$ cat src/rtl/audfifo_pkg.sv
package audfifo_pkg;

    localparam int REG_W     = 32;
    localparam int NFLAG     = 5;
    localparam int IE_LSB    = 0;
    localparam int FLAG_LSB  = 8;
    localparam int FLUSH_BIT = 16;
    localparam int DMAEN_BIT = 20;
    localparam int SRST_BIT  = 24;
    localparam int RUN_BIT   = 31;

    // flag indices; sticky flags occupy the upper indices
    localparam int FL_REQ    = 0;
    localparam int FL_WARN   = 1;
    localparam int FL_ERR    = 2;
    localparam int FL_SYNC   = 3;
    localparam int FL_WSTART = 4;
    localparam int STICKY_LSB = FL_ERR;
    localparam int NSTICKY    = NFLAG - STICKY_LSB;

    typedef struct packed {
        logic             run;
        logic             srst;
        logic             dma_en;
        logic [NFLAG-1:0] ie;
    } ctl_t;

    function automatic logic [REG_W-1:0] pack_status(ctl_t c, logic [NFLAG-1:0] fl);
        logic [REG_W-1:0] r;
        r = '0;
        r[IE_LSB +: NFLAG]   = c.ie;
        r[FLAG_LSB +: NFLAG] = fl;
        r[DMAEN_BIT]         = c.dma_en;
        r[SRST_BIT]          = c.srst;
        r[RUN_BIT]           = c.run;
        return r;
    endfunction

endpackage

$ cat src/rtl/audfifo_sticky.sv
module audfifo_sticky #(
    parameter int N = 3
) (
    input  logic         clk,
    input  logic         rst,
    input  logic         hold,
    input  logic [N-1:0] set,
    input  logic [N-1:0] clr,
    output logic [N-1:0] q
);
    for (genvar i = 0; i < N; i++) begin : g_bit
        always_ff @(posedge clk) begin
            if (rst || hold)  q[i] <= 1'b0;
            else if (set[i])  q[i] <= 1'b1;   // event beats clear
            else if (clr[i])  q[i] <= 1'b0;
        end
    end
endmodule

$ cat src/rtl/audfifo_run_ctl.sv
module audfifo_run_ctl (
    input  logic clk,
    input  logic rst,
    input  logic hold,
    input  logic wr_en,
    input  logic wr_run,
    input  logic frame_end,
    output logic run
);
    logic stop_pend;

    always_ff @(posedge clk) begin
        if (rst || hold) begin
            run       <= 1'b0;
            stop_pend <= 1'b0;
        end else if (wr_en && wr_run) begin
            run       <= 1'b1;
            stop_pend <= 1'b0;
        end else if (stop_pend && frame_end) begin
            run       <= 1'b0;
            stop_pend <= 1'b0;
        end else if (wr_en && !wr_run && run) begin
            stop_pend <= 1'b1;
        end
    end
endmodule

$ cat src/rtl/audfifo_csr.sv
module audfifo_csr
    import audfifo_pkg::*;
#(
    parameter int DEPTH = 32,
    parameter bit IS_TX = 1'b1,
    localparam int LVL_W = $clog2(DEPTH + 1)
) (
    input  logic             clk,
    input  logic             rst,
    input  logic             wr_en,
    input  logic [REG_W-1:0] wr_data,
    output logic [REG_W-1:0] rd_data,
    input  logic [LVL_W-1:0] fifo_level,
    input  logic [LVL_W-1:0] watermark,
    input  logic             ev_word_start,
    input  logic             ev_sync_err,
    input  logic             ev_fifo_err,
    input  logic             frame_end,
    output logic             irq,
    output logic             dma_req,
    output logic             fifo_flush,
    output logic             dir_reset,
    output logic             run
);
    localparam logic [LVL_W-1:0] FULL_LVL = LVL_W'(DEPTH);

    logic             srst_q;
    logic             hold;
    logic [NFLAG-1:0] ie_q;
    logic             dma_en_q;
    logic             flush_q;
    logic [NSTICKY-1:0] sticky;
    logic             live_req, live_warn;
    logic [NFLAG-1:0] flags;
    ctl_t             ctl;

    // the value being written takes effect at once for the reset hold
    assign hold = wr_en ? wr_data[SRST_BIT] : srst_q;

    always_ff @(posedge clk) begin
        if (rst)        srst_q <= 1'b0;
        else if (wr_en) srst_q <= wr_data[SRST_BIT];
    end

    always_ff @(posedge clk) begin
        if (rst || hold) begin
            ie_q     <= '0;
            dma_en_q <= 1'b0;
        end else if (wr_en) begin
            ie_q     <= wr_data[IE_LSB +: NFLAG];
            dma_en_q <= wr_data[DMAEN_BIT];
        end
    end

    always_ff @(posedge clk) begin
        if (rst) flush_q <= 1'b0;
        else     flush_q <= wr_en && wr_data[FLUSH_BIT] && !hold;
    end

    audfifo_run_ctl u_run (
        .clk       (clk),
        .rst       (rst),
        .hold      (hold),
        .wr_en     (wr_en),
        .wr_run    (wr_data[RUN_BIT]),
        .frame_end (frame_end),
        .run       (run)
    );

    audfifo_sticky #(.N(NSTICKY)) u_sticky (
        .clk  (clk),
        .rst  (rst),
        .hold (hold),
        .set  ({ev_word_start, ev_sync_err, ev_fifo_err}),
        .clr  (wr_en ? wr_data[FLAG_LSB + STICKY_LSB +: NSTICKY] : '0),
        .q    (sticky)
    );

    if (IS_TX) begin : g_tx
        assign live_warn = run && (fifo_level == '0);
        assign live_req  = run && (fifo_level <= watermark);
    end else begin : g_rx
        assign live_warn = run && (fifo_level == FULL_LVL);
        assign live_req  = run && (fifo_level >= watermark);
    end

    assign flags = {sticky, live_warn, live_req};

    assign ctl.run    = run;
    assign ctl.srst   = srst_q;
    assign ctl.dma_en = dma_en_q;
    assign ctl.ie     = ie_q;

    assign rd_data    = pack_status(ctl, flags);
    assign irq        = |(flags & ie_q);
    assign dma_req    = dma_en_q && flags[FL_REQ];
    assign fifo_flush = flush_q;
    assign dir_reset  = srst_q;
endmodule

$ cat config.mk
export PLATFORM = sky130hd
export DESIGN_NAME = audfifo_csr
export DESIGN_NICKNAME = d
export VERILOG_FILES = /design/src/rtl/audfifo_pkg.sv /design/src/rtl/audfifo_sticky.sv /design/src/rtl/audfifo_run_ctl.sv /design/src/rtl/audfifo_csr.sv
export SDC_FILE = /design/constraint.sdc
export NUM_CORES = 1
export LEC_CHECK = 0
export BUFFER_PORTS_ARGS = -buffer_cell sky130_fd_sc_hd__buf_2
export CAP_MARGIN = 20
export CORE_MARGIN = 4
export CORE_UTILIZATION = 38
export CTS_CLUSTER_DIAMETER = 80
export DETAILED_ROUTE_END_ITERATION = 10
export GPL_TIMING_DRIVEN = 0
export PLACE_DENSITY = 0.93
export REMOVE_ABC_BUFFERS = 1
export SYNTH_ARGS = -nofsm -noshare
export SYNTH_HDL_FRONTEND = slang
export SYNTH_SLANG_ARGS = --single-unit
$ cat constraint.sdc
create_clock -name clk -period 1.8 [get_ports clk]
set_clock_uncertainty 0.1 [all_clocks]
set_input_delay 0.18 -clock clk [delete_from_list [all_inputs] [get_ports clk]]
set_output_delay 0.18 -clock clk [all_outputs]
set_load 0.05 [all_outputs]
After elaboration in Yosys (flattened, before gate mapping)
Index checks and enable logic that the tools add are counted.

storage, ports and cells
  flip-flop bits (word level) = 13
  input port bits = 51
  output and inout bits = 37
  word-level logic and storage cells = 40

cells by class
  order comparisons = 1
  muxes and demuxes = 10
  bitwise logic cells = 1
  reduce and logical (&&, ||, !) cells = 19

operators with widths
  kind                 number
  $logic_and A1 B1 Y1  9
  $mux W1              9
  $reduce_bool A2 Y1   4
  $le A6 B6 Y1         1
  $logic_not A6 Y1     1
  $and A5 B5 Y5        1
  $reduce_or A5 Y1     1
  $mux W3              1
  $reduce_or A3 Y1     1
  $logic_not A1 Y1     2
  $logic_or A1 B1 Y1   1

Depth between registers and ports, before layout
Gate-level depths: netlist of run 1.

  depth after elaboration = 4
  mapped depth = 7
  gate-level depth less buffers = 6

By module
A second synthesis of run 1 with hierarchy kept.

unflattened totals
  cells, all modules = 112
  area, all modules = 943.4 µm²

by module, submodules not included
  module           times used  cells each  area each (µm²)  seq. area each (µm²)
  audfifo_csr      1           89          728.2            160.2
  audfifo_sticky   1           13          125.1            60.1
  audfifo_run_ctl  1           10          90.1             40.0

Least setup slack after synthesis of run 1
No wires, ideal clock.

  kind = register -> output
  start point = register u_run.run
  end point = output port dma_req
  data arrival time = 1894 ps
  required time = 1520 ps
  path slack = -374 ps
  stages on the path, launching flop included = 5
  buffers on the path = 0
  cells stage by stage = dfxtp_1 -> inv_2 -> a211oi_1 -> o21ai_1 -> o21ai_1

on the way
  cells in the longest elaborated chain, start to end = 2

RTL lines
  item                    RTL line               RTL
  from (decl)             audfifo_run_ctl.sv:8   output logic run
  from (signal assigned)  audfifo_run_ctl.sv:14  run <= 1'b0;
  from (signal assigned)  audfifo_run_ctl.sv:17  run <= 1'b1;
  from (signal assigned)  audfifo_run_ctl.sv:20  run <= 1'b0;
  $logic_and A1 B1 Y1     audfifo_csr.sv:81      assign live_req = run && (fifo_level <= watermark);
  $logic_and A1 B1 Y1     audfifo_csr.sv:96      assign dma_req = dma_en_q && flags[FL_REQ];
  to (decl)               audfifo_csr.sv:20      output logic dma_req,

Every way passes these cells.

Worst setup path after layout of run 1
  start point = input port fifo_level[5]
  end point = output port irq

on the way
  cells in the longest elaborated chain, start to end = 4
  elaborated cells between the ends (all ways) = 6
  those cells by class = order compare (1); bitwise (1); reduce/logical (4)

RTL lines
  item                                              RTL line                              RTL
  from (decl)                                       audfifo_csr.sv:13                     input logic [LVL_W-1:0] fifo_level,
  $le A6 B6 Y1 or $logic_not A6 Y1 (tied branches)  audfifo_csr.sv:81, audfifo_csr.sv:80
  $logic_and A1 B1 Y1 (on tied branches)            audfifo_csr.sv:81, audfifo_csr.sv:80
  $and A5 B5 Y5 *                                   audfifo_csr.sv:95                     assign irq = |(flags & ie_q);
  $reduce_or A5 Y1 *                                audfifo_csr.sv:95
  to (decl)                                         audfifo_csr.sv:19                     output logic irq,

Mark *: on every way between the ends. The rest lies on a longest branch, timed or not.

==> results of run 1 <==
-- how the worst min path moves through the flow --
stage	slack, ps	cells after the start	end
2_1_floorplan	150	1	dir_reset
6_report	10	3	u_sticky.q[0]
3_5_place_dp	260	2	dir_reset
5_1_grt	9	3	u_sticky.q[1]
4_1_cts	5	3	u_sticky.q[0]
3_3_place_gp	250	2	dir_reset
-- what timing repair did --
| item | 4_1_cts | 5_1_grt |
|---|---|---|
| hold endpoints to repair | 1 | 0 |
| buffers inserted | 0 | 0 |
| setup endpoints to repair | 3 | 2 |
| gates resized for setup | 4 | 3 |
| hold buffers | 1 | 0 |
-- final cells by class --
type | instances | area share (%)
well taps | 28 | 3.19
inverters | 8 | 2.73
flip-flops and latches | 13 | 24.0
multi-input cells | 80 | 43.8
repair buffers | 49 | 23.8
clock buffers | 4 | 2.39
-- critical path: stages --
cell and delay, ps:
buf_2 110, or4_4 540, nor4_4 220, a221oi_2 120, o21ai_2 80, buf_6 170
-- cells in the final DEF (no fill, tap or decap), types with 2 or more instances in the layout --
cell / Yosys / routed
dfxtp_1: 13 / 12
ha_1: 6 / 6
mux2i_1: 7 / 7
buf_2: 1 / 45
nand2_1: 11 / 11
a21oi_1: 6 / 6
nor2_1: 14 / 14
o21ai_1: 2 / 2
nand3_1: 3 / 3
inv_1: 7 / 7
conb_1: 1 / 19
clkbuf_4: 0 / 4
a22oi_1: 2 / 2
-- state kept, by name (all words and copies together), names as in the netlist --
register / cells
dma_en_q: 1
ie_q: 5
u_run.run: 1
dir_reset: 1
fifo_flush: 1
u_sticky.q: 3
u_run.stop_pend: 1
-- stage by stage --
step	hold WS [ps]	area, µm²	setup TNS, ps
detailed placement	262	1040	-43.0
floorplan	152	767	-2580
CTS	5.07	1090	0
global route	9.12	1100	0
global placement	249	1040	0
finish	10.6	1100	0
-- routing by layer --
layer | vias to the layer above | global-route usage [%] | wire length (µm)
li1 | 414 | - | -
met1 | 354 | 11.4 | 746
met2 | 54 | 23.0 | 935
met3 | 4 | 3.68 | 249
met4 | 0 | 5.08 | 28
met5 | - | 0 | 0
-- where the power goes --
group / switching, mW / total [mW] / internal (mW)
clock network: 0.0896 / 0.176 / 0.0860
registers: 0.0128 / 0.315 / 0.302
logic: 0.219 / 0.290 / 0.0709
-- cell families after synthesis --
family	count (synthesis)	share of synthesized area [%]
compound gates	16	12.0
fa+ha+maj	6	8.45
buf+inv	34	24.6
flops	13	29.3
mux	7	7.89
other cells	1	0.422
simple gates	32	17.3
==> key figures, run 1 <==
Critical path
  • Critical R2R Launch: dir_reset
  • Crit end category: primary output
  • Worst Setup EP: irq
  • Worst-path maximum fanout: 2
  • CP required: roughly 1500 ps
  • R2R depth: 3
  • CP Launch Point: fifo_level[5]
  • R2R Path End: u_run.stop_pend
  • Crit Path Class: input port to primary output
  • R2r setup slk: ~660 ps
  • Critical path arrival: ~1400 ps
  • CP Launch Type: input port

Synth
  • Avg Inst Size Synth: 8.15 µm²
  • Ranking of synthesized cells by area: dfxtp_1 29%, buf_4 20%, ha_1 8.5%
  • Post-synthesis sequential area ratio: about 29%
  • Top_reg_cell synth: dfxtp_1
  • Top cells by count, synth: 24 x buf_4, 14 x nor2_1, 13 x dfxtp_1
  • Cell Area, Synth: just under 900 µm²
  • Mapped Cells: 109
  • Most frequent cell after synthesis: buf_4
  • Total number of yosys warnings: 0
  • Synth Register Bits: 13
  • Synth area leader: dfxtp_1
  • Async SR Flop Fraction: 0%
  • Post-synth EDFFs: 0
  • Top-area cell type share of the netlist area: between 20% and 30%
  • Netlist cell types: 25

Clocking
  • Htree depth: 1
  • Clk slew on worst S/H paths: 70 ps
  • Number of CTS-inserted buffers: 3
  • Clock Path Buffers: 2
  • Clock insertion delay at the later pin of the skew report: ~270 ps
  • Clk sinks: 13
  • Clock root buffer: clkbuf_4
  • CTS tree: yes

Timing
  • Final Max Slew Viols: 0
  • Maximum clock frequency: a little under 600 MHz
  • Setup ws final: 86.1 ps
  • Tcrit/Tclk final: a little over nine tenths
  • Final setup viols: 0
  • Final hold viol count: 0
  • RSZ-0062 raised after global routing: false
  • Period minus WS final: ~1700 ps

Detailed routing
  • TritonRoute pass-1 iters: 3
  • DR vias/cell: about 4.5
  • Drt wl/cell: approximately 11 µm
  • Final ANT Viol Nets: 0
  • 1st-iter DRT viols: 6
  • Via count: 826
  • Drt total wl: slightly below 2 mm
  • # DRC: 0

Worst hold path
  • Worst min-delay path class: input port to flop
  • Hold Startpoint: ev_fifo_err

Place
  • # placed instances: around 180
  • Final GP Congestion: between 0.7 and 0.8
  • Hpwl dp: roughly 1.7 mm
  • Port Buffers: 48
  • Pre-CTS setup slack: -23.7 ps

Final layout
  • Multi-input combinational cell area: around 480 µm²
  • Non-filler cells, final: about 180
  • Share of cells above drive strength 1: 37.7%
  • Fillers: around 230
  • Nets@finish: roughly 210
  • Post-layout util: between 40 and 50%
  • # diodes: 0
  • Sequential Area: around 260 µm²
  • Synth-to-layout area growth: 23.7%

Die
  • Ports: a little under 90
  • Die Ht: between 50 and 60 µm
  • Die W: around 56 µm
  • Initial Util: 40.2%
  • Core footprint: between 0.002 and 0.0025 mm²
  • Die area: 0.00318 mm²
  • Rows: 17

Global routing
  • Gr usage total: about an eighth
  • First-pass GRT wire length: around 3.0 mm
  • Gr ovfl total: 0
  • Number of global-route vias before repair: between 700 and 800
  • Largest net degree at the start of global routing: 15
  • Initial antenna violation count: 0

Power and ir drop
  • Overall power: roughly 0.78 mW
  • VDD IR-drop max: ~0.58 mV
  • Leak Pwr: between 0.6 and 0.7 nW
  • PD cells: roughly 710 mW/mm²

Job
  • MaxCap Viol Count: 0

Outcome
  • Outcome: completed
(Power assumes the default switching activity.)
==> inputs of run 2 (changes only) <==
Settings changed: PLACE_DENSITY 0.93 to 0.92, SLEW_MARGIN set to 5.
==> key figures, run 2 (synthesized netlist as in run 1, its figures left out) <==
Place
  • Port Buffers: 48 (unchanged)
  • Hpwl dp: 1.61 mm (was 1.70 mm)
  • Final GP Congestion: 0.764 (was 0.710)
  • Pre-CTS setup slack: -5.80 ps (was -23.7 ps)

Job
  • MaxCap Viol Count: 0 (unchanged)

Die
  • Core footprint: 0.00221 mm² (unchanged)
  • Die W: 56.4 µm (unchanged)
  • Rows: 17 (unchanged)
  • Ports: 88 (unchanged)
  • Die Ht: 56.4 µm (unchanged)
  • Initial Util: 40.2% (unchanged)
  • Die area: 0.00318 mm² (unchanged)

Timing
  • Setup ws final: 86.1 ps (about the same)
  • Period minus WS final: 1710 ps (about the same)
  • Final hold viol count: 0 (unchanged)
  • Tcrit/Tclk final: 95.2% (about the same)
  • Final Max Slew Viols: 0 (unchanged)
  • Maximum clock frequency: 583 MHz (about the same)
  • RSZ-0062 raised after global routing: false (unchanged)
  • Sum of negative setup slack: 0 ps (unchanged)
  • Final setup viols: 0 (unchanged)

Detailed routing
  • Drt total wl: 1.91 mm (was 1.96 mm)
  • Drt wl/cell: 10.5 µm (was 10.8 µm)
  • # DRC: 0 (unchanged)
  • TritonRoute pass-1 iters: 3 (unchanged)
  • Final ANT Viol Nets: 0 (unchanged)
  • Via count: 795 (was 826)
  • 1st-iter DRT viols: 5 (was 6)
  • DR vias/cell: 4.37 (was 4.54)

Critical path
  • Worst-path cell chain: buf_2 > or4_4 > nor4_4 > a221oi_2 > o21ai_2 > buf_6 (unchanged)
  • Worst-path maximum fanout: 2 (unchanged)
  • Critical path arrival: 1430 ps (about the same)
  • Crit end category: primary output (unchanged)
  • Crit Path Class: input port to primary output (unchanged)
  • Slowest CP cell: or4_4 (unchanged)
  • CP peak stage delay: 540 ps (about the same)
  • CP Launch Type: input port (unchanged)
  • CP required: 1520 ps (about the same)

Global routing
  • Initial antenna violation count: 0 (unchanged)
  • Largest net degree at the start of global routing: 15 (unchanged)
  • First-pass GRT wire length: 3.15 mm (was 3.01 mm)
  • Number of global-route vias before repair: 789 (was 747)
  • Gr ovfl total: 0 (unchanged)
  • Gr usage total: 12.3% (was 11.9%)

Final layout
  • Commonest non-fill, non-tap cell in the layout: buf_2 (unchanged)
  • Sequential Area: 264 µm² (unchanged)
  • Synth-to-layout area growth: 24.1% (was 23.7%)
  • Nets@finish: 212 (unchanged)
  • # diodes: 0 (unchanged)
  • Post-layout util: 49.8% (was 49.7%)
  • Biggest regs: ie_q (5), u_sticky.q (3) (unchanged)
  • Most flop-heavy register: ie_q (unchanged)
  • Most frequent cells in the layout: 46 x buf_2, 19 x conb_1, 13 x nor2_1, 12 x dfxtp_1, 11 x nand2_1 (was 45 x buf_2, 19 x conb_1, 14 x nor2_1, 12 x dfxtp_1, 11 x nand2_1)
  • Share of cells above drive strength 1: 38.3% (was 37.7%)
  • Multi-input combinational cell area: 484 µm² (was 482 µm²)
  • Max reg flops: 5 (unchanged)
  • Fillers: 221 (was 231)

Power and ir drop
  • Clock Power Share: 22.5% (about the same)
  • Pint: 0.458 mW (was 0.459 mW)
  • PD cells: 706 mW/mm² (was 710 mW/mm²)
  • Sw power: 0.320 mW (was 0.321 mW)
  • Sequential power share: 40.5% (was 40.3%)
  • Net Sw Frac: 41.2% (about the same)
  • Gate power share: 37.1% (was 37.2%)
  • Overall power: 0.778 mW (was 0.780 mW)
  • VDD IR-drop max: 0.465 mV (was 0.579 mV)
  • Leak Pwr: 0.611 nW (was 0.610 nW)

Clocking
  • Number of CTS-inserted buffers: 3 (unchanged)
  • Clk sinks: 13 (unchanged)
  • CTS tree: yes (unchanged)
  • Htree depth: 1 (unchanged)
  • Clock insertion delay at the later pin of the skew report: 270 ps (about the same)
  • Clock Path Buffers: 2 (unchanged)
  • Clk slew on worst S/H paths: 80 ps (was 70 ps)
  • Clock root buffer: clkbuf_4 (unchanged)

Worst hold path
  • Worst min-delay path class: input port to flop (unchanged)

Outcome
  • Outcome: completed (unchanged)
==> run 2: changes by cell type in the layout (fill, tap and decap cells not counted), sizes merged <==
cell	delta
buf	+1
clkbuf	-1
==> run 2: critical path, delay by kind of cell <==
kind	cells	cell delay, ps
buf+inv	2	280
compound gates	2	200
simple gates	2	770
==> run 2: cell type report <==
type	instances	area share (%)
Tap cell	28	3.18
Clock buffer	4	2.38
Timing Repair Buffer	49	23.8
Sequential cell	13	23.9
Inverter	8	2.72
Multi-Input combinational cell	80	43.9
==> run 2: final timing paths <==
| kind | start | endpoint | slack, ps | depth (start not counted) |
|---|---|---|---|---|
| max | fifo_level[5] | irq | 90 | 6 |
| max reg2reg | dir_reset | u_run.stop_pend | 670 | 3 |
| min reg2reg | u_run.stop_pend | u_run.stop_pend | 370 | 2 |
| min | ev_fifo_err | u_sticky.q[0] | 20 | 3 |
==> run 2: power groups by stage <==
| stage | registers (mW) | logic, mW | clock network (mW) |
|---|---|---|---|
| floorplan | 0.380 | 0.152 | 0 |
| global placement | 0.322 | 0.279 | 0 |
| detailed placement | 0.322 | 0.283 | 0 |
| CTS | 0.315 | 0.288 | 0.182 |
| global route | 0.317 | 0.311 | 0.195 |
| finish | 0.315 | 0.288 | 0.175 |
==> run 2: repair_timing <==
| action | in CTS | in global routing |
|---|---|---|
| endpoints found under the setup margin | 3 | 2 |
| resized for setup | 5 | 3 |
| cloned | 0 | 0 |
| hold buffers | 1 | 0 |
| setup buffers | 0 | 0 |
| pin swaps | 0 | 1 |
| hold endpoints to repair | 1 | 0 |
==> run 2: layer usage <==
layer  share of wire, %  global-route usage (%)
met1                 39                    13.8
met2                 45                    21.7
met3                 14                    3.22
met4                1.3                    5.08
met5                  0                       0
==> run 2: through the flow <==
step	instances	cell area, µm²	hold WS [ps]
6_report	182	1100	15.9
5_1_grt	182	1100	22.2
4_1_cts	182	1090	7.44
3_5_place_dp	177	1040	252
3_3_place_gp	177	1040	248
2_1_floorplan	101	767	152
